===== config.mk =====
export PLATFORM = sky130hd
export DESIGN_NAME = tlbchk_top
export DESIGN_NICKNAME = d
export VERILOG_FILES = /design/src/rtl/tlbchk_pkg.sv /design/src/rtl/tlbchk_decode.sv /design/src/rtl/tlbchk_policy.sv /design/src/rtl/tlbchk_outreg.sv /design/src/rtl/tlbchk_top.sv
export SDC_FILE = /design/constraint.sdc
export NUM_CORES = 1
export LEC_CHECK = 0
export CAP_MARGIN = 30
export CORE_ASPECT_RATIO = 1.1
export CORE_MARGIN = 4
export CORE_UTILIZATION = 31
export DETAILED_ROUTE_END_ITERATION = 8
export PLACE_DENSITY = 0.91
export SETUP_SLACK_MARGIN = 0.1
export SYNTH_ARGS = -nofsm -noshare
export SYNTH_HDL_FRONTEND = slang
export SYNTH_SLANG_ARGS = --single-unit

===== constraint.sdc =====
create_clock -name clk -period 2.2 [get_ports clk]
set_input_delay 0.22 -clock clk [delete_from_list [all_inputs] [get_ports clk]]
set_output_delay 0.22 -clock clk [all_outputs]
set_load 0.005 [all_outputs]

===== src/rtl/tlbchk_pkg.sv =====
package tlbchk_pkg;

  typedef enum logic [1:0] {
    FORM_NONE  = 2'd0,
    FORM_PLAIN = 2'd1,
    FORM_EXCL  = 2'd2
  } form_e;

  typedef enum logic [2:0] {
    VERD_NONE  = 3'd0,
    VERD_UNDEF = 3'd1,
    VERD_TRAP  = 3'd2,
    VERD_NOP   = 3'd3,
    VERD_ISSUE = 3'd4
  } verdict_e;

  typedef struct packed {
    logic wide_arch;
    logic marked_attr;
    logic fg_impl;
    logic xctl_impl;
    logic realm;
    logic top_present;
    logic hyp_en;
    logic hyp_tlb_trap;
    logic top_fg_en;
    logic fg_bit;
    logic xctl_en;
    logic xctl_fg_marked;
    logic sec_valid;
  } ctrl_t;

  localparam logic [1:0] ENC_OP0     = 2'b01;
  localparam logic [2:0] ENC_OP1     = 3'b000;
  localparam logic [3:0] ENC_CRN_PL  = 4'b1000;
  localparam logic [3:0] ENC_CRN_EX  = 4'b1001;
  localparam logic [3:0] ENC_CRM     = 4'b0111;
  localparam logic [2:0] ENC_OP2     = 3'b011;

  localparam logic [5:0] SYND_TRAP   = 6'h18;
  localparam logic [1:0] REGIME_L10  = 2'd1;
  localparam logic [1:0] SHARE_LOCAL = 2'd0;
  localparam logic [1:0] WALK_ANY    = 2'd0;

endpackage


===== src/rtl/tlbchk_decode.sv =====
module tlbchk_decode
  import tlbchk_pkg::*;
(
  input  logic [1:0] op0,
  input  logic [2:0] op1,
  input  logic [3:0] crn,
  input  logic [3:0] crm,
  input  logic [2:0] op2,
  output form_e      form
);
  logic common_hit;

  // Every field except CRn is shared by both forms
  assign common_hit = (op0 == ENC_OP0) && (op1 == ENC_OP1) &&
                      (crm == ENC_CRM) && (op2 == ENC_OP2);

  always_comb begin
    form = FORM_NONE;
    if (common_hit) begin
      if (crn == ENC_CRN_PL)      form = FORM_PLAIN;
      else if (crn == ENC_CRN_EX) form = FORM_EXCL;
    end
  end
endmodule


===== src/rtl/tlbchk_policy.sv =====
module tlbchk_policy
  import tlbchk_pkg::*;
(
  input  form_e      form,
  input  logic [1:0] level,
  input  ctrl_t      ctrl,
  output verdict_e   verdict,
  output logic       filter
);
  logic fg_common;
  logic fg_excl_gate;
  logic fg_hit;
  logic feat_ok;

  // Fine-grained trap: terms shared by both forms
  assign fg_common = ctrl.hyp_en && ctrl.fg_impl &&
                     (!ctrl.top_present || ctrl.top_fg_en) && ctrl.fg_bit;

  // Filtered form: extended control must exist and must not waive the trap
  assign fg_excl_gate = ctrl.xctl_impl && (!ctrl.xctl_en || !ctrl.xctl_fg_marked);

  assign fg_hit = fg_common && ((form != FORM_EXCL) || fg_excl_gate);

  assign feat_ok = ctrl.wide_arch && ((form != FORM_EXCL) || ctrl.marked_attr);

  always_comb begin
    verdict = VERD_NONE;
    filter  = 1'b0;
    if (form != FORM_NONE) begin
      filter = (form == FORM_EXCL);
      if (!feat_ok) begin
        verdict = VERD_UNDEF;
      end else begin
        unique case (level)
          2'd0: verdict = VERD_UNDEF;
          2'd1: begin
            if (ctrl.hyp_en && ctrl.hyp_tlb_trap) verdict = VERD_TRAP;
            else if (fg_hit)                      verdict = VERD_TRAP;
            else                                  verdict = VERD_ISSUE;
          end
          2'd2: verdict = VERD_ISSUE;
          default: begin
            if (ctrl.realm && !ctrl.sec_valid) verdict = VERD_NOP;
            else                               verdict = VERD_ISSUE;
          end
        endcase
      end
    end
  end
endmodule


===== src/rtl/tlbchk_outreg.sv =====
module tlbchk_outreg
  import tlbchk_pkg::*;
#(
  parameter int VMID_W = 16
) (
  input  logic              clk,
  input  logic              rst_n,
  input  logic              accept,
  input  verdict_e          verdict,
  input  logic              filter,
  input  logic [VMID_W-1:0] vmid,
  output logic              out_valid,
  output logic              out_undef,
  output logic              out_trap,
  output logic              out_nop,
  output logic              out_issue,
  output logic [5:0]        out_syndrome,
  output logic [1:0]        out_regime,
  output logic [VMID_W-1:0] out_vmid,
  output logic [1:0]        out_share,
  output logic [1:0]        out_walk_lvl,
  output logic              out_filter
);
  logic is_issue;
  assign is_issue = (verdict == VERD_ISSUE);

  always_ff @(posedge clk) begin
    if (!rst_n || !accept) begin
      out_valid    <= 1'b0;
      out_undef    <= 1'b0;
      out_trap     <= 1'b0;
      out_nop      <= 1'b0;
      out_issue    <= 1'b0;
      out_syndrome <= '0;
      out_regime   <= '0;
      out_vmid     <= '0;
      out_share    <= '0;
      out_walk_lvl <= '0;
      out_filter   <= 1'b0;
    end else begin
      out_valid    <= 1'b1;
      out_undef    <= (verdict == VERD_UNDEF);
      out_trap     <= (verdict == VERD_TRAP);
      out_nop      <= (verdict == VERD_NOP);
      out_issue    <= is_issue;
      out_syndrome <= (verdict == VERD_TRAP) ? SYND_TRAP : 6'd0;
      out_regime   <= is_issue ? REGIME_L10  : 2'd0;
      out_vmid     <= is_issue ? vmid        : '0;
      out_share    <= is_issue ? SHARE_LOCAL : 2'd0;
      out_walk_lvl <= is_issue ? WALK_ANY    : 2'd0;
      out_filter   <= is_issue ? filter      : 1'b0;
    end
  end
endmodule


===== src/rtl/tlbchk_top.sv =====
module tlbchk_top
  import tlbchk_pkg::*;
#(
  parameter int VMID_W = 16
) (
  input  logic              clk,
  input  logic              rst_n,
  input  logic              in_valid,
  output logic              in_ready,
  input  logic [1:0]        in_op0,
  input  logic [2:0]        in_op1,
  input  logic [3:0]        in_crn,
  input  logic [3:0]        in_crm,
  input  logic [2:0]        in_op2,
  input  logic [1:0]        in_level,
  input  logic [VMID_W-1:0] vmid,
  input  logic              wide_arch_present,
  input  logic              marked_attr_present,
  input  logic              fg_trap_present,
  input  logic              xctl_present,
  input  logic              realm_present,
  input  logic              top_level_present,
  input  logic              hyp_enabled,
  input  logic              hyp_tlb_trap,
  input  logic              top_fg_enable,
  input  logic              fg_inv_trap,
  input  logic              xctl_enable,
  input  logic              xctl_fg_marked,
  input  logic              lvl1_sec_valid,
  output logic              out_valid,
  output logic              out_undef,
  output logic              out_trap,
  output logic              out_nop,
  output logic              out_issue,
  output logic [5:0]        out_syndrome,
  output logic [1:0]        out_regime,
  output logic [VMID_W-1:0] out_vmid,
  output logic [1:0]        out_share,
  output logic [1:0]        out_walk_lvl,
  output logic              out_filter
);
  form_e    form;
  verdict_e verdict;
  logic     filter;
  ctrl_t    ctrl;
  logic     ready_q;
  logic     accept;

  // Ready rises one edge after reset; no back-pressure from the result side
  always_ff @(posedge clk) begin
    if (!rst_n) ready_q <= 1'b0;
    else        ready_q <= 1'b1;
  end
  assign in_ready = ready_q;
  assign accept   = in_valid && ready_q;

  always_comb begin
    ctrl.wide_arch      = wide_arch_present;
    ctrl.marked_attr    = marked_attr_present;
    ctrl.fg_impl        = fg_trap_present;
    ctrl.xctl_impl      = xctl_present;
    ctrl.realm          = realm_present;
    ctrl.top_present    = top_level_present;
    ctrl.hyp_en         = hyp_enabled;
    ctrl.hyp_tlb_trap   = hyp_tlb_trap;
    ctrl.top_fg_en      = top_fg_enable;
    ctrl.fg_bit         = fg_inv_trap;
    ctrl.xctl_en        = xctl_enable;
    ctrl.xctl_fg_marked = xctl_fg_marked;
    ctrl.sec_valid      = lvl1_sec_valid;
  end

  tlbchk_decode u_decode (
    .op0  (in_op0),
    .op1  (in_op1),
    .crn  (in_crn),
    .crm  (in_crm),
    .op2  (in_op2),
    .form (form)
  );

  tlbchk_policy u_policy (
    .form    (form),
    .level   (in_level),
    .ctrl    (ctrl),
    .verdict (verdict),
    .filter  (filter)
  );

  tlbchk_outreg #(.VMID_W(VMID_W)) u_outreg (
    .clk          (clk),
    .rst_n        (rst_n),
    .accept       (accept),
    .verdict      (verdict),
    .filter       (filter),
    .vmid         (vmid),
    .out_valid    (out_valid),
    .out_undef    (out_undef),
    .out_trap     (out_trap),
    .out_nop      (out_nop),
    .out_issue    (out_issue),
    .out_syndrome (out_syndrome),
    .out_regime   (out_regime),
    .out_vmid     (out_vmid),
    .out_share    (out_share),
    .out_walk_lvl (out_walk_lvl),
    .out_filter   (out_filter)
  );
endmodule


[Word-level counts from Yosys, hierarchy flattened]
Index checks and enable logic that the tools add are counted.
Operators by class
  reduce and logical (&&, ||, !) cells: 28
  bitwise gates (word level): 2
  multiplexer cells: 13
  eq/ne operators: 13
Operators with widths (number)
  3-bit two-way mux: 5
  1-bit logical AND: 12
  3-bit by 2-bit equality test with 1-bit output (second input constant): 3
  3-bit one-hot mux with 3 select lines: 1
  4-bit equality test (second input constant): 2
  1-bit zero test: 6
  2-bit two-way mux: 3
  1-bit logical OR: 5
  5-bit two-way mux: 1
  2-bit by 1-bit equality test with 1-bit output (second input constant): 2
  2-bit equality test (second input constant): 2
  4-bit by 3-bit equality test with 1-bit output (second input constant): 1
  3-bit by 1-bit equality test with 1-bit output (second input constant): 1
  3-bit equality test (second input constant): 1
  3-bit zero test: 1
  1-bit two-way mux: 3
  3-bit OR reduction: 1
  2-bit zero test: 1
  2-bit inequality test (second input constant): 1
  1-bit NOT: 2
  2-bit nonzero test: 1
  2-bit OR reduction: 1
Word-level totals
  bits in registers: 31
  logic and storage cells: 66

[Logic depth before layout (Yosys ltp)]
  word-level depth: 16
  depth in mapped cells: 6

[By module]
Synthesis repeated with hierarchy kept, for this count alone.
Unflattened totals
  cells, all modules: 108
  area, all modules: 1041.0 µm²
By module, submodules not included
  tlbchk_outreg: area each 837.1 µm², seq. area each 440.4 µm², times used 1, cells each 83
  tlbchk_policy: area each 117.6 µm², seq. area each 0.0 µm², times used 1, cells each 16
  tlbchk_decode: area each 60.1 µm², seq. area each 0.0 µm², times used 1, cells each 7
  tlbchk_top: area each 26.3 µm², seq. area each 20.0 µm², times used 1, cells each 2

[Least setup slack after synthesis]
Ideal clock, no wire load.
  kind: input -> register
  start point: in in_crm[3]
  end point: reg u_outreg.out_vmid[9]
  data arrival time: 1.538 ns
  setup slack: 0.591 ns
  cell stages on the path: 5
  path buffers: 1
  data required time: 2.129 ns
  cells stage by stage: or4b_4 -> nor4_4 -> buf_6 -> nand4_1 -> a21oi_1
Between the ends
  word-level cells in the longest chain between the ends: 15
  elaborated cells on any way between the ends: 18
  classes of those cells: eq/ne: 3; mux: 6; bitwise: 1; reduce/logical: 8
Ends and longest elaborated chain
  from (decl): RTL line tlbchk_top.sv:13  | input logic [3:0] in_crm,
  4-bit by 3-bit equality test with 1-bit output *: RTL line tlbchk_decode.sv:15  | (crm == ENC_CRM) && (op2 == ENC_OP2);
  1-bit logical AND *: RTL line tlbchk_decode.sv:14  | assign common_hit = (op0 == ENC_OP0) && (op1 == ENC_OP1) &&
  1-bit logical AND *: RTL line tlbchk_decode.sv:15
  2-bit two-way mux *: RTL line tlbchk_decode.sv:19  | if (common_hit) begin
  2-bit inequality test: RTL line tlbchk_policy.sv:22, tlbchk_policy.sv:24
  1-bit logical OR: RTL line tlbchk_policy.sv:22  | assign fg_hit = fg_common && ((form != FORM_EXCL) || fg_excl_gate);
  1-bit logical AND: RTL line tlbchk_policy.sv:22
  3-bit two-way mux: RTL line tlbchk_policy.sv:38  | else if (fg_hit) verdict = VERD_TRAP;
  3-bit two-way mux: RTL line tlbchk_policy.sv:37  | if (ctrl.hyp_en && ctrl.hyp_tlb_trap) verdict = VERD_TRAP;
  3-bit one-hot mux with 3 select lines: RTL line tlbchk_policy.sv:34  | unique case (level)
  3-bit two-way mux: RTL line tlbchk_policy.sv:31  | if (!feat_ok) begin
  3-bit two-way mux *: RTL line tlbchk_policy.sv:29  | if (form != FORM_NONE) begin
  3-bit equality test *: RTL line tlbchk_outreg.sv:25  | assign is_issue = (verdict == VERD_ISSUE);
  1-bit NOT (no source line) *
  2-bit OR reduction (no source line) *
  to (signal assigned): RTL line tlbchk_outreg.sv:48  | out_vmid <= is_issue ? vmid : '0;
  to (decl): RTL line tlbchk_outreg.sv:19  | output logic [VMID_W-1:0] out_vmid,
Mark *: on every way between the ends. The rest lies on a longest branch, timed or not.
A chain may end at the register's enable or synchronous reset.

[Worst setup path in the final report]
  start point: in in_crm[3]
  end point: reg u_outreg.out_vmid[11]
Same word-level chain as after synthesis.

==> flow_metrics.env <==
export IMPL_drt_iter0_markers=36
export IMPL_crit_path_cell_trace="clkdlybuf4s50_1 -> or4b_4 -> nor3_2 -> nand4_2 -> buf_4 -> a21oi_1"
export IMPL_critical_path_top_delay_family="simple AND/OR/NAND/NOR gates"
export IMPL_leakagePower_nw=0.666
export IMPL_end_kind="flip-flop"
export IMPL_cts_buffers_inserted=3
export IMPL_diodes=0
export IMPL_setup_viol=0
export IMPL_synth_distinct_cells=28
export IMPL_syn_inst=103
export IMPL_finalCriticalPeriod_ps=1730
export IMPL_tritoncts_num_sinks=23
export IMPL_grt_pass1_wl_mm=4.32
export IMPL_grt_pass1_vias=993
export IMPL_tritoncts="built"
export IMPL_synth_area_leaders="dfxtp_1 (46%), nand4_1 (11%), a21oi_1 (9.0%)"
export IMPL_nets=230
export IMPL_ctsLongestPathBuffers=2
export IMPL_cts_max_level=1
export IMPL_wirelength_mm=2.93
export IMPL_place_congestion=0.753
export IMPL_port_buffers=75
export IMPL_synth_area_um2=998
export IMPL_synth_warnings=0
export IMPL_grt_antenna_before_repair=0
export IMPL_placementRows=21
export IMPL_avgSynthCellArea_um2=9.69
export IMPL_dp_hpwl_mm=2.37
export IMPL_synth_edff_count=0
export IMPL_drt_first_pass_iters=4
export IMPL_power_density_mw_per_mm2=416
export IMPL_cpPeakStageDelay_ps=560
export IMPL_fin_area_mm2=0.00178
export IMPL_placed_area_mm2=0.00175
export IMPL_clockRootBuffer="clkbuf_4"
export IMPL_vdd_drop_max_mv=0.349
export IMPL_core_area_mm2=0.00307
export IMPL_area_delta_synth_final_pct=78.3
export IMPL_arrival_ps=1990
export IMPL_initial_core_util_pct=32.5
export IMPL_required_ps=2450
export IMPL_path_class="in2reg"
export IMPL_wire_per_inst_um=13.8
export IMPL_via_count=1058
export IMPL_holdWs_ps=365
export IMPL_timing_final_crit_share_pct=78.8
export IMPL_fmax_mhz=577
export IMPL_status="complete, no violations"
export IMPL_die_w_um=62.1
export IMPL_grt_ovfl_total=0
export IMPL_drc=0
export IMPL_drive_above_1_share_pct=10.6
export IMPL_hold_violations=0
export IMPL_synthArstFlopShare_pct=0
export IMPL_rsz0062_at_grt="no"
export IMPL_fin_tns_setup_ps=0
export IMPL_clk_latency_ps=310
export IMPL_dieArea_mm2=0.00419
export IMPL_cts_setup_buffers=0
export IMPL_drv_slew=0
export IMPL_fin_skew_ps=2.44
export IMPL_synthFlopType="dfxtp_1"
export IMPL_clk_pin_slew_worst_paths_ps=120
export IMPL_grt_usage_pct=12.6
export IMPL_worstHoldPathType="in2reg"
export IMPL_drtAntennaViolNets=0
export IMPL_cpMaxStageDelayCell="or4b_4"
export IMPL_ys_ff_latch=23
export IMPL_grt_max_degree=20
export IMPL_io_pin_count=85
export IMPL_critPathMaxFanout=10
export IMPL_yosysMostFrequentCell="dfxtp_1"
export IMPL_worstSetupStartpointType="input port"
export IMPL_cts_hold_buf=0
export IMPL_ys_seq_area_share_pct=46.1
export IMPL_critPathBufInv=2
export IMPL_die_h_um=67.5
export IMPL_vias_per_cell=4.97
export IMPL_cap_violations=0
export IMPL_cts_resized=0
export IMPL_synth_common_cells="dfxtp_1 (23), a21oi_1 (18), nand4_1 (17)"
export IMPL_synth_top_cell_area_share_pct=46.1
export IMPL_yosys_area_top_type="dfxtp_1"
## cells by family (layout without fill, tap and decap cells)
group | count (synthesis) | in the layout | synth area share [%]
simple gates | 38 | 38 | 28.7
flops | 23 | 23 | 46.1
compound gates | 22 | 22 | 12.3
buf+inv | 19 | 87 | 12.5
other cells | 1 | 9 | 0.376
## routing by layer
| metal | part of all wire, % | routed length, µm | vias to the layer above | track usage (%) |
|---|---|---|---|---|
| li1 | - | - | 514 | - |
| met1 | 35 | 1040 | 486 | 12.3 |
| met2 | 54 | 1580 | 52 | 25.3 |
| met3 | 8.3 | 244 | 6 | 2.66 |
| met4 | 2.2 | 64 | 0 | 5.96 |
| met5 | 0 | 0 | - | 0 |
## area by class of cell
cell class	count	area, µm²
flip-flops and latches	23	460
clock buffers	3	22.5
fillers	275	1290
well taps	34	42.5
clock inverters	1	5.00
multi-input cells	69	443
repair buffers	82	803
inverters	1	3.75
## state kept, by name, summed over array words and instances (netlist names)
name                   cells
in_ready                   1
u_outreg.out_filter        1
u_outreg.out_issue         1
u_outreg.out_nop           1
u_outreg.out_syndrome      1
u_outreg.out_undef         1
u_outreg.out_valid         1
u_outreg.out_vmid         16
## final timing paths
path / from / end / slack (ps) / depth (start not counted)
setup / recovery: in_crm[3] / u_outreg.out_vmid[11] / 470 / 6
hold / removal: rst_n / in_ready / 360 / 1
setup reg to reg: in_ready / u_outreg.out_vmid[11] / 900 / 5
hold reg to reg: in_ready / u_outreg.out_valid / 510 / 1
## power by group
group | switching, W | leakage (nW) | internal (W)
Combinational | 0.0000386 | 0.463 | 0.0000887
Sequential | 0.000000527 | 0.186 | 0.000418
Clock | 0.000126 | 0.0177 | 0.0000680
## stage by stage
step / util [%] / power (W) / std cells / setup slack, ps
6_report: 57.9 / 0.000740 / 213 / 467
5_1_grt: 57.9 / 0.000762 / 213 / 351
4_1_cts: 57.9 / 0.000740 / 213 / 451
3_5_place_dp: 57.0 / 0.000554 / 209 / 125
3_3_place_gp: 57.0 / 0.000553 / 209 / 190
2_1_floorplan: - / 0.000469 / 111 / 591
## cells in the final DEF (no fill, tap or decap), types with 2 or more instances in the layout
cell type and count:
nor2_1 2, dfxtp_1 23, clkdlybuf4s50_1 75, and3_1 2, nand3_1 2, nand4_1 17, nand2b_1 3, conb_1 9
nand2_1 2, a21oi_1 18, buf_4 7, clkbuf_4 3
Note: power is estimated with default switching activity, not from simulation.
